--- config.mk ---
export PLATFORM = sky130hd
export DESIGN_NAME = twi_bus_monitor
export DESIGN_NICKNAME = d
export VERILOG_FILES = /design/src/rtl/twi_mon_pkg.sv /design/src/rtl/twi_line_filter.sv /design/src/rtl/twi_cond_detect.sv /design/src/rtl/twi_arb_ctrl.sv /design/src/rtl/twi_bus_monitor.sv
export SDC_FILE = /design/constraint.sdc
export NUM_CORES = 1
export LEC_CHECK = 0
export BUFFER_PORTS_ARGS = -buffer_cell sky130_fd_sc_hd__buf_2
export CAP_MARGIN = 20
export CORE_AREA = 2 2 54 56
export CTS_CLUSTER_DIAMETER = 80
export DETAILED_ROUTE_END_ITERATION = 16
export DIE_AREA = 0 0 56 58
export PLACE_DENSITY = 0.55
export RECOVER_POWER = 100
export SLEW_MARGIN = 0
export SYNTH_ARGS = -nofsm -noshare
export SYNTH_HDL_FRONTEND = slang
export SYNTH_SLANG_ARGS = --single-unit
--- constraint.sdc ---
create_clock -name clk -period 3.68 [get_ports clk]
set_clock_uncertainty 0.15 [all_clocks]
set_input_delay 0.736 -clock clk [delete_from_list [all_inputs] [get_ports clk]]
set_output_delay 0.736 -clock clk [all_outputs]
set_load 0.01 [all_outputs]
--- src/rtl/twi_mon_pkg.sv ---
// Shared types for the two-wire bus monitor.
// Assumes: two lines only, clock and data, both active-high levels.
package twi_mon_pkg;
    typedef struct packed {
        logic scl;
        logic sda;
    } twi_lines_t;
endpackage

--- src/rtl/twi_line_filter.sv ---
// Synchronises one bus line and filters out pulses shorter than FILT_LEN.
// Assumes: the pin idles high; the output only changes once FILT_LEN
// consecutive synchronised samples agree. Also outputs last cycle's level.
module twi_line_filter #(
    parameter int SYNC_STAGES = 2,
    parameter int FILT_LEN    = 3
) (
    input  logic clk,
    input  logic rst_n,
    input  logic pin_i,
    output logic level_o,
    output logic prev_o
);
    logic [SYNC_STAGES-1:0] sync_q;
    logic [FILT_LEN-1:0]    hist_q;

    // Metastability chain followed by the sample history.
    always_ff @(posedge clk) begin
        if (!rst_n) begin
            sync_q <= '1;
            hist_q <= '1;
        end else begin
            sync_q <= {sync_q[SYNC_STAGES-2:0], pin_i};
            hist_q <= {hist_q[FILT_LEN-2:0], sync_q[SYNC_STAGES-1]};
        end
    end

    // Filtered level moves only when the whole history agrees.
    always_ff @(posedge clk) begin
        if (!rst_n) begin
            level_o <= 1'b1;
            prev_o  <= 1'b1;
        end else begin
            prev_o <= level_o;
            if (&hist_q)
                level_o <= 1'b1;
            else if (~|hist_q)
                level_o <= 1'b0;
        end
    end
endmodule

--- src/rtl/twi_cond_detect.sv ---
// Detects START/STOP, keeps bus-busy with an idle timeout, and holds the
// write-one-to-clear stop flag (status only, no interrupt).
// Assumes: filtered line levels and previous data level as inputs.
module twi_cond_detect #(
    parameter int IDLE_CYC = 64
) (
    input  logic clk,
    input  logic rst_n,
    input  logic scl_lvl_i,
    input  logic sda_lvl_i,
    input  logic sda_prev_i,
    input  logic stop_clr_i,
    output logic start_o,
    output logic stop_o,
    output logic busy_o,
    output logic stop_flag_o
);
    localparam int CW = $clog2(IDLE_CYC + 1);
    logic [CW-1:0] idle_cnt_q;

    // Conditions: data edge while clock is high.
    always_comb begin
        start_o = scl_lvl_i & sda_prev_i & ~sda_lvl_i;
        stop_o  = scl_lvl_i & ~sda_prev_i & sda_lvl_i;
    end

    // Busy tracking with idle timeout counter.
    always_ff @(posedge clk) begin
        if (!rst_n) begin
            busy_o     <= 1'b0;
            idle_cnt_q <= '0;
        end else if (start_o) begin
            busy_o     <= 1'b1;
            idle_cnt_q <= '0;
        end else if (stop_o) begin
            busy_o     <= 1'b0;
            idle_cnt_q <= '0;
        end else if (busy_o && scl_lvl_i && sda_lvl_i) begin
            if (idle_cnt_q == CW'(IDLE_CYC - 1)) begin
                busy_o     <= 1'b0;
                idle_cnt_q <= '0;
            end else begin
                idle_cnt_q <= idle_cnt_q + 1'b1;
            end
        end else begin
            idle_cnt_q <= '0;
        end
    end

    // Sticky stop flag; a new STOP wins over a clear in the same cycle.
    always_ff @(posedge clk) begin
        if (!rst_n)
            stop_flag_o <= 1'b0;
        else if (stop_o)
            stop_flag_o <= 1'b1;
        else if (stop_clr_i)
            stop_flag_o <= 1'b0;
    end
endmodule

--- src/rtl/twi_arb_ctrl.sv ---
// Master grant, master/slave mode, collision compare and arbitration loss.
// Assumes: the bit engine only requests drive after a grant; a loss cuts
// the drive enables in the detection cycle itself.
module twi_arb_ctrl (
    input  logic clk,
    input  logic rst_n,
    input  logic scl_lvl_i,
    input  logic scl_prev_i,
    input  logic sda_lvl_i,
    input  logic tx_msb_i,
    input  logic busy_i,
    input  logic stop_i,
    input  logic start_req_i,
    input  logic sda_drv_req_i,
    input  logic scl_drv_req_i,
    input  logic arb_clr_i,
    output logic grant_o,
    output logic mst_mode_o,
    output logic arb_lost_o,
    output logic coll_o,
    output logic sda_oe_o,
    output logic scl_oe_o
);
    logic scl_rise;
    logic lose_now;

    // Grant, collision and loss detection; drive gating.
    always_comb begin
        scl_rise = scl_lvl_i & ~scl_prev_i;
        grant_o  = start_req_i & ~busy_i;
        coll_o   = tx_msb_i ^ sda_lvl_i;
        lose_now = mst_mode_o & scl_rise & tx_msb_i & ~sda_lvl_i;
        sda_oe_o = sda_drv_req_i & mst_mode_o & ~lose_now;
        scl_oe_o = scl_drv_req_i & mst_mode_o & ~lose_now;
    end

    // Master mode: entered on grant, left on STOP or loss.
    always_ff @(posedge clk) begin
        if (!rst_n)
            mst_mode_o <= 1'b0;
        else if (lose_now || stop_i)
            mst_mode_o <= 1'b0;
        else if (grant_o)
            mst_mode_o <= 1'b1;
    end

    // Latched arbitration-lost flag with explicit clear.
    always_ff @(posedge clk) begin
        if (!rst_n)
            arb_lost_o <= 1'b0;
        else if (lose_now)
            arb_lost_o <= 1'b1;
        else if (arb_clr_i)
            arb_lost_o <= 1'b0;
    end
endmodule

--- src/rtl/twi_bus_monitor.sv ---
// Top level: two filtered lines, condition detector and arbitration control.
// Assumes: pins are open-drain; oe outputs pull the line low when 1.
module twi_bus_monitor #(
    parameter int SYNC_STAGES = 2,
    parameter int FILT_LEN    = 3,
    parameter int IDLE_CYC    = 64
) (
    input  logic clk,
    input  logic rst_n,
    input  logic scl_pin_i,
    input  logic sda_pin_i,
    input  logic tx_msb_i,
    input  logic start_req_i,
    input  logic sda_drv_req_i,
    input  logic scl_drv_req_i,
    input  logic stop_clr_i,
    input  logic arb_clr_i,
    output logic busy_o,
    output logic stop_flag_o,
    output logic coll_o,
    output logic grant_o,
    output logic mst_mode_o,
    output logic arb_lost_o,
    output logic sda_oe_o,
    output logic scl_oe_o
);
    import twi_mon_pkg::*;

    twi_lines_t lvl;
    twi_lines_t prv;
    logic       start_det;
    logic       stop_det;

    twi_line_filter #(.SYNC_STAGES(SYNC_STAGES), .FILT_LEN(FILT_LEN)) u_scl_filt (
        .clk(clk), .rst_n(rst_n), .pin_i(scl_pin_i),
        .level_o(lvl.scl), .prev_o(prv.scl)
    );

    twi_line_filter #(.SYNC_STAGES(SYNC_STAGES), .FILT_LEN(FILT_LEN)) u_sda_filt (
        .clk(clk), .rst_n(rst_n), .pin_i(sda_pin_i),
        .level_o(lvl.sda), .prev_o(prv.sda)
    );

    twi_cond_detect #(.IDLE_CYC(IDLE_CYC)) u_cond (
        .clk(clk), .rst_n(rst_n),
        .scl_lvl_i(lvl.scl), .sda_lvl_i(lvl.sda), .sda_prev_i(prv.sda),
        .stop_clr_i(stop_clr_i),
        .start_o(start_det), .stop_o(stop_det),
        .busy_o(busy_o), .stop_flag_o(stop_flag_o)
    );

    twi_arb_ctrl u_arb (
        .clk(clk), .rst_n(rst_n),
        .scl_lvl_i(lvl.scl), .scl_prev_i(prv.scl), .sda_lvl_i(lvl.sda),
        .tx_msb_i(tx_msb_i), .busy_i(busy_o), .stop_i(stop_det),
        .start_req_i(start_req_i), .sda_drv_req_i(sda_drv_req_i),
        .scl_drv_req_i(scl_drv_req_i), .arb_clr_i(arb_clr_i),
        .grant_o(grant_o), .mst_mode_o(mst_mode_o), .arb_lost_o(arb_lost_o),
        .coll_o(coll_o), .sda_oe_o(sda_oe_o), .scl_oe_o(scl_oe_o)
    );
endmodule

==> run_results.csv <==
group,metric,value,unit
layout,nNetsFinal,121,
detailed_routing,drc,0,
layout,diodes,0,
timing,worstMarginPinSlew,0.683,ns
pwr,powerDensity,392,nW/µm²
timing,fmax,448,MHz
yosys,synth-xor-area-share,3.68,%
yosys,syn_inst,91,
cts,cts_resized,0,
layout,layout_common_cells,"dfxtp_1, clkbuf_1, buf_2",
layout,seqCellArea,500,µm²
layout,fin_area,1050,µm²
layout,multi_input_area,400,µm²
detailed_routing,dr.pass1.iters,3,
grt,grt-ovfl-total,0,
pwr,leakagePower,0.378,nW
floorplan,core-area,2660,µm²
cts,numCtsBuffers,3,
floorplan,initial_utilization,35.7,%
placement,gp_congestion,0.740,
worst_hold_path,holdCritPathClass,"register to register",
layout,fillers,290,
layout,final_common_cell,"dfxtp_1",
cts,cts_tree,"done",
placement,dp_hpwl,1.09,mm
pwr,peakVddDrop,0.190,mV
cts,clock_latency,0.31,ns
critical_path,worstSetupPathType,"primary input to primary output",
detailed_routing,wl_per_cell,11.3,µm
timing,drv_slew,0,
cts,clk_pin_slew,0.13,ns
critical_path,start_kind,"primary input",
placement,port-buffer-count,17,
job,maxCapViolations,0,
timing,final-hold-violation-count,0,
layout,layout-drive-gt1-share,13.8,%
yosys,syn_area,951,µm²
timing,setup-tns-final,0,ns
floorplan,die_x,56,µm
detailed_routing,vias,681,
timing,final-setup-viol-count,0,
yosys,yosysSeqAreaShare,52.6,%
cts,htree_levels,1,
cts,postCtsSetupBuffers,0,
floorplan,design.die.area,3250,µm²
critical_path,end_kind,"primary output",
layout,final-instance-count-excl-fill,140,
placement,place_area,1050,µm²
grt,grt_pass1_vias,609,
critical_path,arrival,1.35,ns
yosys,synthAdderAreaFrac,1.32,%
critical_path,path_max_fanout,3,
timing,whs,0.268,ns
detailed_routing,drtIter0Drc,6,
detailed_routing,drtAntennaViolNets,0,
floorplan,io_pins,18,
yosys,synthMuxAreaShare,0,%
grt,grt_max_degree,20,
cts,cts_root_buffer,"clkbuf_4",
cts,cts_num_sinks,25,
yosys,ys_types,32,
timing,slew_headroom,54.5,%
timing,fin_crit,2.23,ns
timing,grt_setup_unrepaired,"no",
yosys,ys_seq_elements,25,
run_status,status,"finished clean",
placement,place_inst,136,
yosys,synth_compound_area_share,11.6,%
cts,clk_path_buf_depth,2,
grt,grt_pass1_wl,2.70,mm
timing,finalCritPeriodShare,60.7,%
floorplan,num_rows,19,
cts,cts_hold_buffers,0,
yosys,synth-simple-area-share,27.1,%
layout,postLayoutCoreUtil,39.6,%
grt,track_usage,10.7,%
grt,antenna_found_initial,0,
detailed_routing,drt-vias-per-instance,4.86,
yosys,syn_nets,102,
floorplan,die_h,58,µm
critical_path,required,2.79,ns
yosys,ys.warnings.count,0,
detailed_routing,wl,1.58,mm
yosys,synth_top_family_by_area,"simple AND/OR/NAND/NOR gates",
yosys,syn_area_per_cell,10.4,µm²
layout,area_growth,10.9,%
[cell type report]
type / count / share of cell area [%]
Multi-Input combinational cell: 59 / 38.0
Tap cell: 31 / 3.68
Inverter: 4 / 1.42
Sequential cell: 25 / 47.4
Timing Repair Buffer: 17 / 7.00
Clock buffer: 4 / 2.49
[registers in the layout, indices dropped and copies added (netlist names), 2 cells and up]
register           count
u_cond.idle_cnt_q      7
u_scl_filt.hist_q      3
u_scl_filt.sync_q      2
u_sda_filt.hist_q      3
u_sda_filt.sync_q      2
[logic make-up after synthesis]
logic type / Yosys count
xor+xnor: 4
simple gates: 37
flops: 25
buf+inv: 7
compound gates: 17
fa+ha+maj: 1
[per-layer routing]
layer  vias to the layer above  wire (µm)  track usage, %
met3                         5         80            2.90
met5                         -          0               0
li1                        347          -               -
met1                       309        792            13.8
met4                         0         46            6.12
met2                        20        657            16.3
[worst max-delay path, stage by stage]
cell and delay [ns]:
buf_2 0.11, nand4bb_1 0.16, and3_1 0.22, clkbuf_1 0.12
[path summary, 6_finish.rpt]
check                             from                   end  slack, ns  cells after the start
setup / recovery              tx_msb_i              scl_oe_o       1.45                      4
hold / removal    u_scl_filt.sync_q[1]  u_scl_filt.hist_q[0]       0.27                      1
setup reg to reg  u_cond.idle_cnt_q[0]         u_cond.busy_o       2.16                      4
hold reg to reg   u_scl_filt.sync_q[1]  u_scl_filt.hist_q[0]       0.27                      1
[cell usage after synthesis]
library cell | instances | area share [%]
nor3_4 | 1 | 1.7
and2_1 | 2 | 1.3
buf_2 | 1 | 0.53
or2b_1 | 5 | 3.9
buf_6 | 1 | 1.2
nor2_1 | 4 | 1.6
o21a_1 | 2 | 1.6
nand4bb_1 | 2 | 2.4
a211oi_2 | 1 | 1.3
ha_1 | 1 | 1.3
and3_1 | 2 | 1.3
o22ai_1 | 2 | 1.3
nor3b_2 | 2 | 2.6
clkbuf_1 | 1 | 0.39
o21ai_0 | 3 | 1.6
a21oi_1 | 3 | 1.6
o21ai_1 | 2 | 1.1
dfxtp_1 | 25 | 53
a21boi_0 | 1 | 0.79
a21boi_1 | 1 | 0.79
or2_1 | 1 | 0.66
nand2_1 | 4 | 1.6
nand3_1 | 3 | 1.6
inv_1 | 4 | 1.6
nand2b_1 | 6 | 3.9
a31oi_1 | 1 | 0.66
o311ai_1 | 1 | 0.92
or3_1 | 1 | 0.66
nor2b_1 | 1 | 0.66
xnor2_1 | 1 | 0.92
xor2_1 | 3 | 2.8
nor3_2 | 3 | 3.2
[stage by stage]
step | power (mW) | setup slack, ns
finish | 0.413 | 1.45
global route | 0.431 | 1.33
CTS | 0.422 | 1.40
detailed placement | 0.300 | 1.43
global placement | 0.300 | 1.50
floorplan | 0.290 | 1.72
[power breakdown]
| part | internal, mW | switching, mW |
|---|---|---|
| registers | 0.275 | 0.00206 |
| logic | 0.00821 | 0.00830 |
| clock network | 0.0423 | 0.0776 |
| total | 0.325 | 0.0880 |
(Power assumes the default switching activity.)
